**src/rtl/lrrx_pkg.sv**
```systemverilog
package lrrx_pkg;

   typedef enum logic {
      DS_HUNT  = 1'b0,
      DS_SHIFT = 1'b1
   } ds_state_t;

   // bits needed to hold values 0 .. n-1
   function automatic int unsigned cnt_w(input int unsigned n);
      return (n < 2) ? 1 : $clog2(n);
   endfunction

endpackage

```
**src/rtl/lrrx_sync.sv**
```systemverilog
module lrrx_sync #(
   parameter int unsigned STAGES = 2,
   parameter int unsigned WIDTH  = 2
) (
   input  logic             clk,
   input  logic [WIDTH-1:0] d_in,
   output logic [WIDTH-1:0] q_out
);

   if (STAGES < 2) begin : g_bad_stages
      $error("lrrx_sync: STAGES must be at least 2");
   end

   // All lines share one depth, so they keep their relative timing.
   logic [STAGES-1:0][WIDTH-1:0] chain;

   always_ff @(posedge clk) begin
      chain <= {chain[STAGES-2:0], d_in};
   end

   assign q_out = chain[STAGES-1];

endmodule

```
**src/rtl/lrrx_phase.sv**
```systemverilog
module lrrx_phase
   import lrrx_pkg::*;
#(
   parameter int unsigned BIT_CLKS   = 17,
   parameter int unsigned SAMPLE_POS = 6
) (
   input  logic clk,
   input  logic rst,
   input  logic sel_edge,
   output logic tick
);

   localparam int unsigned CW = cnt_w(BIT_CLKS);
   localparam logic [CW-1:0] RELOAD = CW'(BIT_CLKS - 1);
   // Data and select pass through equal synchroniser depth, so the pin-level
   // offset needs only the one extra cycle taken by the select-delay flop.
   localparam logic [CW-1:0] FIRST = CW'(SAMPLE_POS - 1);

   if (BIT_CLKS < 4) begin : g_bad_bitclks
      $error("lrrx_phase: BIT_CLKS must be at least 4");
   end
   if (SAMPLE_POS < 2 || SAMPLE_POS >= BIT_CLKS) begin : g_bad_pos
      $error("lrrx_phase: SAMPLE_POS must lie in 2 .. BIT_CLKS-1");
   end

   logic [CW-1:0] cnt;
   logic          armed;

   always_ff @(posedge clk) begin
      if (rst) begin
         cnt   <= '0;
         armed <= 1'b0;
      end else if (sel_edge) begin
         cnt   <= FIRST;
         armed <= 1'b1;
      end else if (armed) begin
         cnt <= (cnt == '0) ? RELOAD : cnt - 1'b1;
      end
   end

   // an edge in the same cycle wins over a pending sample
   assign tick = armed && (cnt == '0) && !sel_edge;

   // checker: independent spacing counter
   logic [CW:0] chk_gap;
   logic        chk_prev;
   logic        chk_seen;

   always_ff @(posedge clk) begin
      if (rst) begin
         chk_gap  <= '0;
         chk_prev <= 1'b0;
         chk_seen <= 1'b0;
      end else if (sel_edge) begin
         chk_gap  <= '0;
         chk_prev <= 1'b0;
         chk_seen <= 1'b1;
      end else if (tick) begin
         chk_gap  <= '0;
         chk_prev <= 1'b1;
      end else if (chk_gap != '1) begin
         chk_gap <= chk_gap + 1'b1;
      end
   end

   assert_tick_period_R1: assert property (@(posedge clk) disable iff (rst)
      (tick && chk_prev) |-> (chk_gap == (CW+1)'(BIT_CLKS - 1)));

   assert_first_tick_R1: assert property (@(posedge clk) disable iff (rst)
      (tick && !chk_prev) |-> (chk_gap == (CW+1)'(SAMPLE_POS - 1)));

   assert_no_tick_before_edge_R6: assert property (@(posedge clk) disable iff (rst)
      !chk_seen |-> !tick);

   assert_edge_quiet_R1: assert property (@(posedge clk) disable iff (rst)
      sel_edge |=> !tick);

endmodule

```
**src/rtl/lrrx_deser.sv**
```systemverilog
module lrrx_deser
   import lrrx_pkg::*;
#(
   parameter int unsigned WORD_BITS = 32,
   parameter int unsigned SKIP_BITS = 3
) (
   input  logic                 clk,
   input  logic                 rst,
   input  logic                 sel_edge,
   input  logic                 tick,
   input  logic                 bit_in,
   input  logic                 lvl_in,
   output logic [WORD_BITS-1:0] word_o,
   output logic                 chan_o,
   output logic                 valid_o,
   output logic                 frame_err_o
);

   localparam int unsigned JMAX = WORD_BITS + SKIP_BITS + 1;
   localparam int unsigned JW   = cnt_w(JMAX + 1);
   localparam int unsigned BW   = cnt_w(WORD_BITS + 1);

   if (WORD_BITS < 2) begin : g_bad_width
      $error("lrrx_deser: WORD_BITS must be at least 2");
   end
   if (SKIP_BITS >= WORD_BITS) begin : g_bad_skip
      $error("lrrx_deser: SKIP_BITS must be below WORD_BITS");
   end

   ds_state_t            st;
   logic [JW-1:0]        slot_idx;
   logic [BW-1:0]        bcnt;
   logic [WORD_BITS-1:0] shreg;
   logic                 wchan;

   logic                 start;
   logic                 take;
   logic                 last;
   logic                 straddle_ok;
   logic [BW-1:0]        bcnt_nx;
   logic [WORD_BITS-1:0] sh_nx;

   // With a nonzero offset a word always crosses one select change with a
   // fixed number of bits already taken; with no offset it never crosses.
   if (SKIP_BITS > 0) begin : g_straddle
      assign straddle_ok = (bcnt == BW'(WORD_BITS - SKIP_BITS));
   end else begin : g_aligned
      assign straddle_ok = 1'b0;
   end

   always_comb begin
      start   = (st == DS_HUNT) && (slot_idx == JW'(SKIP_BITS));
      take    = (st == DS_SHIFT) || start;
      bcnt_nx = (start ? '0 : bcnt) + 1'b1;
      last    = (bcnt_nx == BW'(WORD_BITS));
      sh_nx   = {shreg[WORD_BITS-2:0], bit_in};
   end

   always_ff @(posedge clk) begin
      if (rst) begin
         st          <= DS_HUNT;
         slot_idx    <= '0;
         bcnt        <= '0;
         shreg       <= '0;
         wchan       <= 1'b0;
         word_o      <= '0;
         chan_o      <= 1'b0;
         valid_o     <= 1'b0;
         frame_err_o <= 1'b0;
      end else begin
         valid_o <= 1'b0;
         if (sel_edge) begin
            slot_idx <= '0;
            if (st == DS_SHIFT && !straddle_ok) begin
               st          <= DS_HUNT;
               bcnt        <= '0;
               frame_err_o <= 1'b1;
            end
         end else if (tick) begin
            if (slot_idx != JW'(JMAX)) begin
               slot_idx <= slot_idx + 1'b1;
            end
            if (take) begin
               shreg <= sh_nx;
               if (start) begin
                  wchan <= lvl_in;
               end
               if (last) begin
                  word_o  <= sh_nx;
                  chan_o  <= start ? lvl_in : wchan;
                  valid_o <= 1'b1;
                  st      <= DS_HUNT;
                  bcnt    <= '0;
               end else begin
                  bcnt <= bcnt_nx;
                  st   <= DS_SHIFT;
               end
            end
         end
      end
   end

   assert_valid_pulse_R4: assert property (@(posedge clk) disable iff (rst)
      valid_o |=> !valid_o);

   assert_valid_from_tick_R4: assert property (@(posedge clk) disable iff (rst)
      valid_o |-> $past(tick));

   assert_word_hold_R4: assert property (@(posedge clk) disable iff (rst)
      !valid_o |-> ($stable(word_o) && $stable(chan_o)));

   assert_err_sticky_R7: assert property (@(posedge clk) disable iff (rst)
      frame_err_o |=> frame_err_o);

   assert_err_cause_R7: assert property (@(posedge clk) disable iff (rst)
      $rose(frame_err_o) |-> $past(sel_edge));

   assert_edge_no_word_R7: assert property (@(posedge clk) disable iff (rst)
      sel_edge |=> !valid_o);

endmodule

```
**src/rtl/lrsel_audio_rx.sv**
```systemverilog
module lrsel_audio_rx #(
   parameter int unsigned WORD_BITS   = 32,
   parameter int unsigned BIT_CLKS    = 17,
   parameter int unsigned SAMPLE_POS  = 6,
   parameter int unsigned SKIP_BITS   = 3,
   parameter int unsigned SYNC_STAGES = 2
) (
   input  logic                 clk,
   input  logic                 rst,
   input  logic                 lr_in,
   input  logic                 dat_in,
   output logic [WORD_BITS-1:0] word_o,
   output logic                 chan_o,
   output logic                 valid_o,
   output logic                 frame_err_o
);

   logic [1:0] pins_s;
   logic       lr_s;
   logic       dat_s;
   logic       lr_d;
   logic       sel_edge;
   logic       tick;

   lrrx_sync #(
      .STAGES (SYNC_STAGES),
      .WIDTH  (2)
   ) u_sync (
      .clk   (clk),
      .d_in  ({lr_in, dat_in}),
      .q_out (pins_s)
   );

   assign lr_s  = pins_s[1];
   assign dat_s = pins_s[0];

   always_ff @(posedge clk) begin
      lr_d <= lr_s;
   end

   assign sel_edge = lr_s ^ lr_d;

   lrrx_phase #(
      .BIT_CLKS   (BIT_CLKS),
      .SAMPLE_POS (SAMPLE_POS)
   ) u_phase (
      .clk      (clk),
      .rst      (rst),
      .sel_edge (sel_edge),
      .tick     (tick)
   );

   lrrx_deser #(
      .WORD_BITS (WORD_BITS),
      .SKIP_BITS (SKIP_BITS)
   ) u_deser (
      .clk         (clk),
      .rst         (rst),
      .sel_edge    (sel_edge),
      .tick        (tick),
      .bit_in      (dat_s),
      .lvl_in      (lr_s),
      .word_o      (word_o),
      .chan_o      (chan_o),
      .valid_o     (valid_o),
      .frame_err_o (frame_err_o)
   );

endmodule

```
**config.mk**
```make
export PLATFORM = sky130hd
export DESIGN_NAME = lrsel_audio_rx
export DESIGN_NICKNAME = d
export VERILOG_FILES = /design/src/rtl/lrrx_pkg.sv /design/src/rtl/lrrx_sync.sv /design/src/rtl/lrrx_phase.sv /design/src/rtl/lrrx_deser.sv /design/src/rtl/lrsel_audio_rx.sv
export SDC_FILE = /design/constraint.sdc
export NUM_CORES = 1
export LEC_CHECK = 0
export ABC_CLOCK_PERIOD_IN_PS = 4100
export CORE_UTILIZATION = 29
export CTS_BUF_LIST = sky130_fd_sc_hd__clkbuf_8
export DETAILED_ROUTE_END_ITERATION = 6
export PLACE_DENSITY_LB_ADDON = 0.08
export SETUP_SLACK_MARGIN = 0.3
export SKIP_CTS_REPAIR_TIMING = 1
export SLEW_MARGIN = 15
export SYNTH_ARGS = -nofsm -noshare
export SYNTH_HDL_FRONTEND = slang
export SYNTH_SLANG_ARGS = --single-unit
```
**constraint.sdc**
```tcl
create_clock -name clk -period 4.1 [get_ports clk]
set_clock_uncertainty 0.15 [all_clocks]
set_input_delay 0.82 -clock clk [delete_from_list [all_inputs] [get_ports clk]]
set_output_delay 0.82 -clock clk [all_outputs]
set_load 0.02 [all_outputs]
```
==> results of run 1 <==
==> logic make-up after synthesis <==
logic type | after synthesis | synth area share, %
and+or+nand+nor | 121 | 18.0
muxes | 4 | 1.09
DFF | 91 | 48.3
AOI/OAI and AO/OA | 167 | 23.9
adders and majority gates | 4 | 1.33
buffers and inverters | 49 | 5.84
xor gates and xnor gates | 6 | 1.59
==> metal layers <==
| layer | vias to the layer above | track usage (%) |
|---|---|---|
| met5 | - | 0 |
| met3 | 9 | 3.87 |
| met2 | 58 | 22.8 |
| li1 | 1647 | - |
| met1 | 1487 | 20.6 |
| met4 | 0 | 5.81 |
==> layout by cell type (no fill, tap or decap), types with 4 or more instances in the layout <==
master / n
o21ai_1: 29
nand3_1: 75
xnor2_1: 5
buf_4: 6
inv_1: 16
nor2_1: 13
dfxtp_1: 91
o31ai_1: 5
clkdlybuf4s50_1: 37
ha_1: 4
nand2_1: 7
a21oi_1: 78
clkbuf_8: 10
o21ai_0: 37
==> power by group <==
part	switching [W]	internal, W
clock	0.000308	0.000288
combinational	0.0000556	0.0000233
sequential	0.00000723	0.000890
==> metrics by stage <==
step / cell area (um^2) / hold WS (ps) / setup slack [ps] / power [W]
floorplan: 3770 / 160 / 1620 / 0.000977
global placement: 4250 / 165 / 1270 / 0.000999
detailed placement: 4250 / 162 / 1210 / 0.000998
CTS: 4430 / 182 / 1190 / 0.00160
global route: 4430 / 196 / 937 / 0.00165
finish: 4430 / 181 / 1180 / 0.00157
==> worst reg2reg max path, stage by stage (launching register included) <==
cell	delay, ps
dfxtp_1	350
ha_1	210
nor3b_2	190
nand2_1	150
nor2_1	70
nor2_1	110
ha_1	240
nand3_1	260
or4_4	720
o21ai_0	250
a21oi_1	80
==> flip-flops by register name (all words and copies together) (netlist names) <==
register,count
u_deser.frame_err_o,1
u_deser.shreg,31
u_phase.cnt,5
u_sync.chain,2
u_deser.bcnt,6
u_deser.st,1
u_deser.word_o,32
u_deser.chan_o,1
u_phase.armed,1
u_deser.valid_o,1
lr_d,1
u_deser.slot_idx,6
u_sync.q_out,2
u_deser.wchan,1
==> worst max-delay path by stage <==
stage / from / endpoint / slack, ps / cells after the start
floorplan: u_deser.slot_idx[0] / u_deser.word_o[21] / 1620 / 11
global placement: u_deser.slot_idx[0] / u_deser.word_o[1] / 1270 / 10
detailed placement: u_deser.slot_idx[0] / u_deser.word_o[2] / 1210 / 10
CTS: u_deser.slot_idx[0] / u_deser.word_o[2] / 1190 / 10
global route: u_deser.slot_idx[0] / u_deser.word_o[0] / 940 / 10
finish: u_deser.slot_idx[0] / u_deser.word_o[2] / 1180 / 10
==> Yosys cell counts (2+ instances only) <==
library cell / n
nor3b_2: 2
clkbuf_1: 18
o2111ai_1: 2
nand2_1: 7
mux2i_1: 3
nand3_1: 75
dfxtp_1: 91
buf_6: 3
o21ai_0: 37
o32ai_1: 3
buf_1: 2
or4_1: 3
inv_1: 15
or2_2: 2
o31ai_1: 5
nor2_1: 13
buf_2: 10
a21oi_1: 78
o311ai_0: 2
o22ai_1: 3
o21ai_1: 29
o211ai_1: 2
xnor2_1: 5
ha_1: 4
nor3_1: 3
==> layout make-up <==
cell class                      instances  area (um^2)  share of cell area [%]
Clock buffer                           10          138                    3.11
Clock inverter                          4         43.8                   0.988
Inverter                               15         56.3                    1.27
Multi-Input combinational cell        302         1740                    39.2
Sequential cell                        91         1820                    41.1
Tap cell                              172          215                    4.86
Timing Repair Buffer                   44          420                    9.49
==> key figures, run 1 <==
Hold path
  • Hold crit path type: register to register
  • Hold path depth: 0
  • Min-delay src: u_sync.chain[0]
  • Hold EP: u_sync.q_out[0]

STA
  • Period utilisation layout: 71.2%
  • Unrepaired setup endpoints after global routing: no
  • Final critical-path required period: roughly 3000 ps
  • Fin. Hold Viols: 0
  • Finish-stage setup viols: 0
  • Final Max Slew Viols: 0
  • Setup TNS: 0 ps
  • Worst slew pin tran: 1100 ps
  • Maximum clock frequency: 343 MHz
  • Max_slew headroom: a little over a quarter

Pwr
  • PD cells: 355 mW/mm^2
  • Worst VDD drop: 151 uV
  • P_leak: 1.34 nW

Placed design
  • Inst Count DP: 624
  • Routability cong.: 0.782
  • Post-DP HPWL: around 5700 um
  • Port Buffers: 38

Logic synthesis
  • Synth area leader: dfxtp_1
  • EDFF count, synth: 0
  • Ys Warns: 0
  • Async set-reset flop share out of synthesis: 0%
  • Share of synthesized area occupied by flip-flops and latches: 48.3%
  • Synthesized area: 0.00377 mm^2
  • Yosys cell types: 50
  • Synthesized instance count: 442
  • Syn Area/Cell: 8.54 um^2
  • Synthesized Nets: 450
  • Post-synth top area share: 48.3%
  • Ranking of synthesized cells by area: dfxtp_1 48%, a21oi_1 10%, nand3_1 9.9%
  • Main flop type after synthesis: dfxtp_1
  • #FFs+latches synth: 91

Global routing
  • Largest net degree at the start of global routing: 68
  • Initial antenna violation count: 0
  • Total global routing overflow: 0
  • Total track usage: 15.1%
  • First-pass GRT wire length: 15800 um
  • Number of global-route vias before repair: 3073

Detailed routing
  • M1 WL: 4870 um
  • Via Count: between 3k and 4k
  • Detailed-route vias per instance: 5.02
  • WL final: approximately 9500 um
  • Final antenna-violating net count: 0
  • Iteration-0 DRC Markers: 213
  • Post-route DRC violation count: 0
  • DRT Pass-1 Iters: 4
  • Met2 wire length: 4020 um
  • Met3 WL: ~430 um
  • Max Used Layer: met4
  • Avg WL per Cell: 14.8 um

Final layout
  • Layout Cells excl Fill: roughly 640
  • Ant diodes: 0
  • P&R area growth vs syn: 17.4%
  • FILL cells: 1366
  • Finished Core Util: 35.0%
  • Fin nets: 471
  • Share of layout cells above drive strength 1: about 7.5%

Clocking
  • Clk sinks: 91
  • CTS max path bufs: 2
  • Num CTS Buffers: 9
  • Clock transition at path regs: 80 ps
  • Clock root buffer: clkbuf_8
  • CTS H-tree depth: 3
  • Clock Latency Late Sink: roughly 370 ps
  • CTS tree: built

Critical path
  • Startpoint Class: register
  • Reg2reg setup slack: ~1200 ps
  • CP top delay family: simple AND/OR/NAND/NOR gates
  • CP Class: register to register
  • Worst setup EP type: register
  • CP Buf/Inv Count: 0
  • Cells along the critical path: ha_1, nor3b_2, nand2_1, nor2_1, nor2_1, ha_1, nand3_1, or4_4, o21ai_0, a21oi_1
  • CP Max Fanout: 33
  • Worst EP required: between 4000 and 5000 ps
  • Critical Path AT: around 3000 ps
  • Path depth of the worst reg2reg path: 10
  • Critical path's slowest cell: or4_4
  • R2r endpoint: u_deser.word_o[2]
  • FF-to-FF Start: u_deser.slot_idx[0]
  • CP max stage delay: ~720 ps

Die
  • Ports: 39
  • Die Y: 116 um
  • Core area: ~0.013 mm^2
  • Row cnt: 41
  • Die Footprint: around 0.013 mm^2
  • Initial core utilization: between 20% and 30%
  • Chip width: roughly 120 um

Job
  • Max-cap violation count: 0

Outcome
  • Status: finished, final reports clean
No activity file was read; power rests on OpenSTA's default activity.
==> run 2: changes to the inputs <==
Settings changed: ABC_CLOCK_PERIOD_IN_PS 4100 to 2900.
Clock period 4.1 ns to 2.9 ns, I/O delays scaled along.
==> run 2 against run 1 <==
Count of clock-buffer cells in the layout decreased by 1. Highest routed layer unchanged. Core utilization grew 1.9 points. Cell count rose by 2.5%. Global-route usage grew 0.38 points. Wire length increased by 11%. Sequential share of layout area shrank 2.1 points. Clock power increased by 68%. Flip-flop and latch count unchanged. Non-clock buffer count up 15. Die area did not move. Setup slack worse by 780 ps.
==> key figures, run 2 (synthesis results as in run 1) <==
Clocking
  • Clock Latency Late Sink: 380 ps (about the same)
  • Clk sinks: 91 (unchanged)
  • Num CTS Buffers: 9 (unchanged)
  • Clock root buffer: clkbuf_8
  • CTS tree: built
  • Clock transition at path regs: 70 ps (about the same)
  • CTS max path bufs: 2 (unchanged)
  • CTS H-tree depth: 3 (unchanged)

Critical path
  • Worst Setup SP: u_deser.slot_idx[1]
  • Setup crit end: u_deser.word_o[0]
  • Startpoint Class: register
  • Path depth of the worst reg2reg path: 13 (+3)
  • Reg2reg setup slack: 400 ps (-780 ps)
  • Worst setup EP type: register
  • Worst EP required: 3050 ps (-1120 ps)
  • FF-to-FF Start: u_deser.slot_idx[1]
  • Critical Path AT: 2650 ps (-340 ps)
  • CP Max Fanout: 7 (-79%)
  • R2r endpoint: u_deser.word_o[0]
  • CP Class: register to register

STA
  • Worst slew pin tran: 804 ps (-297 ps)
  • Final critical-path required period: 2500 ps (-419 ps)
  • Unrepaired setup endpoints after global routing: yes
  • Period utilisation layout: 86.2% (+15 points)
  • Maximum clock frequency: 400 MHz (+17%)
  • Max_slew headroom: 46.4% (+20 points)
  • Setup TNS: 0 ps (unchanged)
  • Final Max Slew Viols: 0 (unchanged)
  • Finish-stage setup viols: 0 (unchanged)
  • Fin. Hold Viols: 0 (unchanged)

Detailed routing
  • Detailed-route vias per instance: 5.12 (+2.1%)
  • Iteration-0 DRC Markers: 134 (-37%)
  • WL final: 10500 um (+11%)
  • Post-route DRC violation count: 0 (unchanged)
  • Avg WL per Cell: 16.0 um (+8.0%)
  • DRT Pass-1 Iters: 4 (unchanged)
  • Via Count: 3351 (+4.7%)
  • Final antenna-violating net count: 0 (unchanged)

Final layout
  • Commonest non-fill, non-tap cells in the layout: 89 x dfxtp_1, 76 x a21oi_1, 73 x nand3_1, 37 x o21ai_0, 37 x clkdlybuf4s50_1
  • P&R area growth vs syn: 23.9%
  • Largest regs: u_deser.word_o x32, u_deser.shreg x31
  • Fin nets: 488 (+3.6%)
  • Max reg flops: 32 (unchanged)
  • Commonest non-fill, non-tap cell in the layout: dfxtp_1
  • FILL cells: 1368 (+0.15%)
  • Share of layout cells above drive strength 1: 12.7% (+5.1 points)
  • Largest Register: u_deser.word_o
  • Ant diodes: 0 (unchanged)

Global routing
  • Total track usage: 15.5% (+0.38 points)
  • Number of global-route vias before repair: 3180 (+3.5%)
  • Largest net degree at the start of global routing: 41 (-40%)
  • First-pass GRT wire length: 16000 um (+1.3%)
  • Initial antenna violation count: 0 (unchanged)
  • Total global routing overflow: 0 (unchanged)

Die
  • Initial core utilization: 29.8% (unchanged)
  • Die Footprint: 0.0135 mm^2 (unchanged)
  • Row cnt: 41 (unchanged)
  • Core area: 0.0127 mm^2 (unchanged)
  • Die Y: 116 um (unchanged)
  • Chip width: 116 um (unchanged)
  • Ports: 39 (unchanged)

Outcome
  • Status: finished, final reports clean

Pwr
  • Worst VDD drop: 216 uV (+43%)
  • P_leak: 1.43 nW (+6.9%)
  • Final Total Pwr: 0.00239 W (+52%)
  • PD cells: 511 mW/mm^2 (+44%)

Placed design
  • Routability cong.: 0.779 (-0.38%)
  • Post-DP HPWL: 5810 um (+1.6%)
  • Port Buffers: 38 (unchanged)

Job
  • Max-cap violation count: 0 (unchanged)

Hold path
  • Hold crit path type: register to register
## run 2: worst min-delay path by stage
stage,cells past startpoint,from,endpoint
floorplan,0,u_sync.chain[0],u_sync.q_out[0]
global placement,0,u_sync.chain[0],u_sync.q_out[0]
detailed placement,0,u_sync.chain[1],u_sync.q_out[1]
CTS,0,u_sync.chain[0],u_sync.q_out[0]
global route,0,u_sync.chain[0],u_sync.q_out[0]
finish,0,u_sync.chain[0],u_sync.q_out[0]
## run 2: layer usage
| layer | routed length [um] | global-route usage [%] | vias to the layer above |
|---|---|---|---|
| met3 | 243 | 3.56 | 9 |
| met2 | 4870 | 23.4 | 40 |
| met4 | 158 | 7.95 | 0 |
| met1 | 5210 | 20.6 | 1624 |
| li1 | - | - | 1678 |
| met5 | 0 | 0 | - |
## run 2: area by class of cell
type | count | area [um^2] | share of cell area, %
Clock buffer | 9 | 124 | 2.65
Clock inverter | 4 | 93.8 | 2.01
Inverter | 15 | 56.3 | 1.20
Multi-Input combinational cell | 304 | 1810 | 38.7
Sequential cell | 91 | 1830 | 39.1
Tap cell | 172 | 215 | 4.60
Timing Repair Buffer | 59 | 552 | 11.8
## run 2: worst max-delay path, cell delays in order, from the launching register on
cell     delay, ps
dfxtp_4        360
ha_4           150
nor3b_4        150
nand2_2        110
nor2_2          40
nor2_1         120
ha_2           250
nand3_4        120
buf_6          150
nor4_4         220
buf_4          200
buf_4          170
nand3_1         80
a21oi_1        150
## run 2: metrics by stage
stage	area (um^2)	cells	setup WS (ps)	util [%]	hold WS, ps
CTS	4520	644	257	35.7	190
detailed placement	4300	631	271	33.9	165
global route	4680	654	231	36.9	205
floorplan	3770	442	417	-	160
global placement	4300	631	345	33.9	162
finish	4680	654	401	36.9	185
## run 2: power by group
part           switching, W  internal (W)  total, W
Sequential        0.0000103       0.00126   0.00127
Clock              0.000445      0.000556   0.00100
Combinational     0.0000867     0.0000354  0.000122
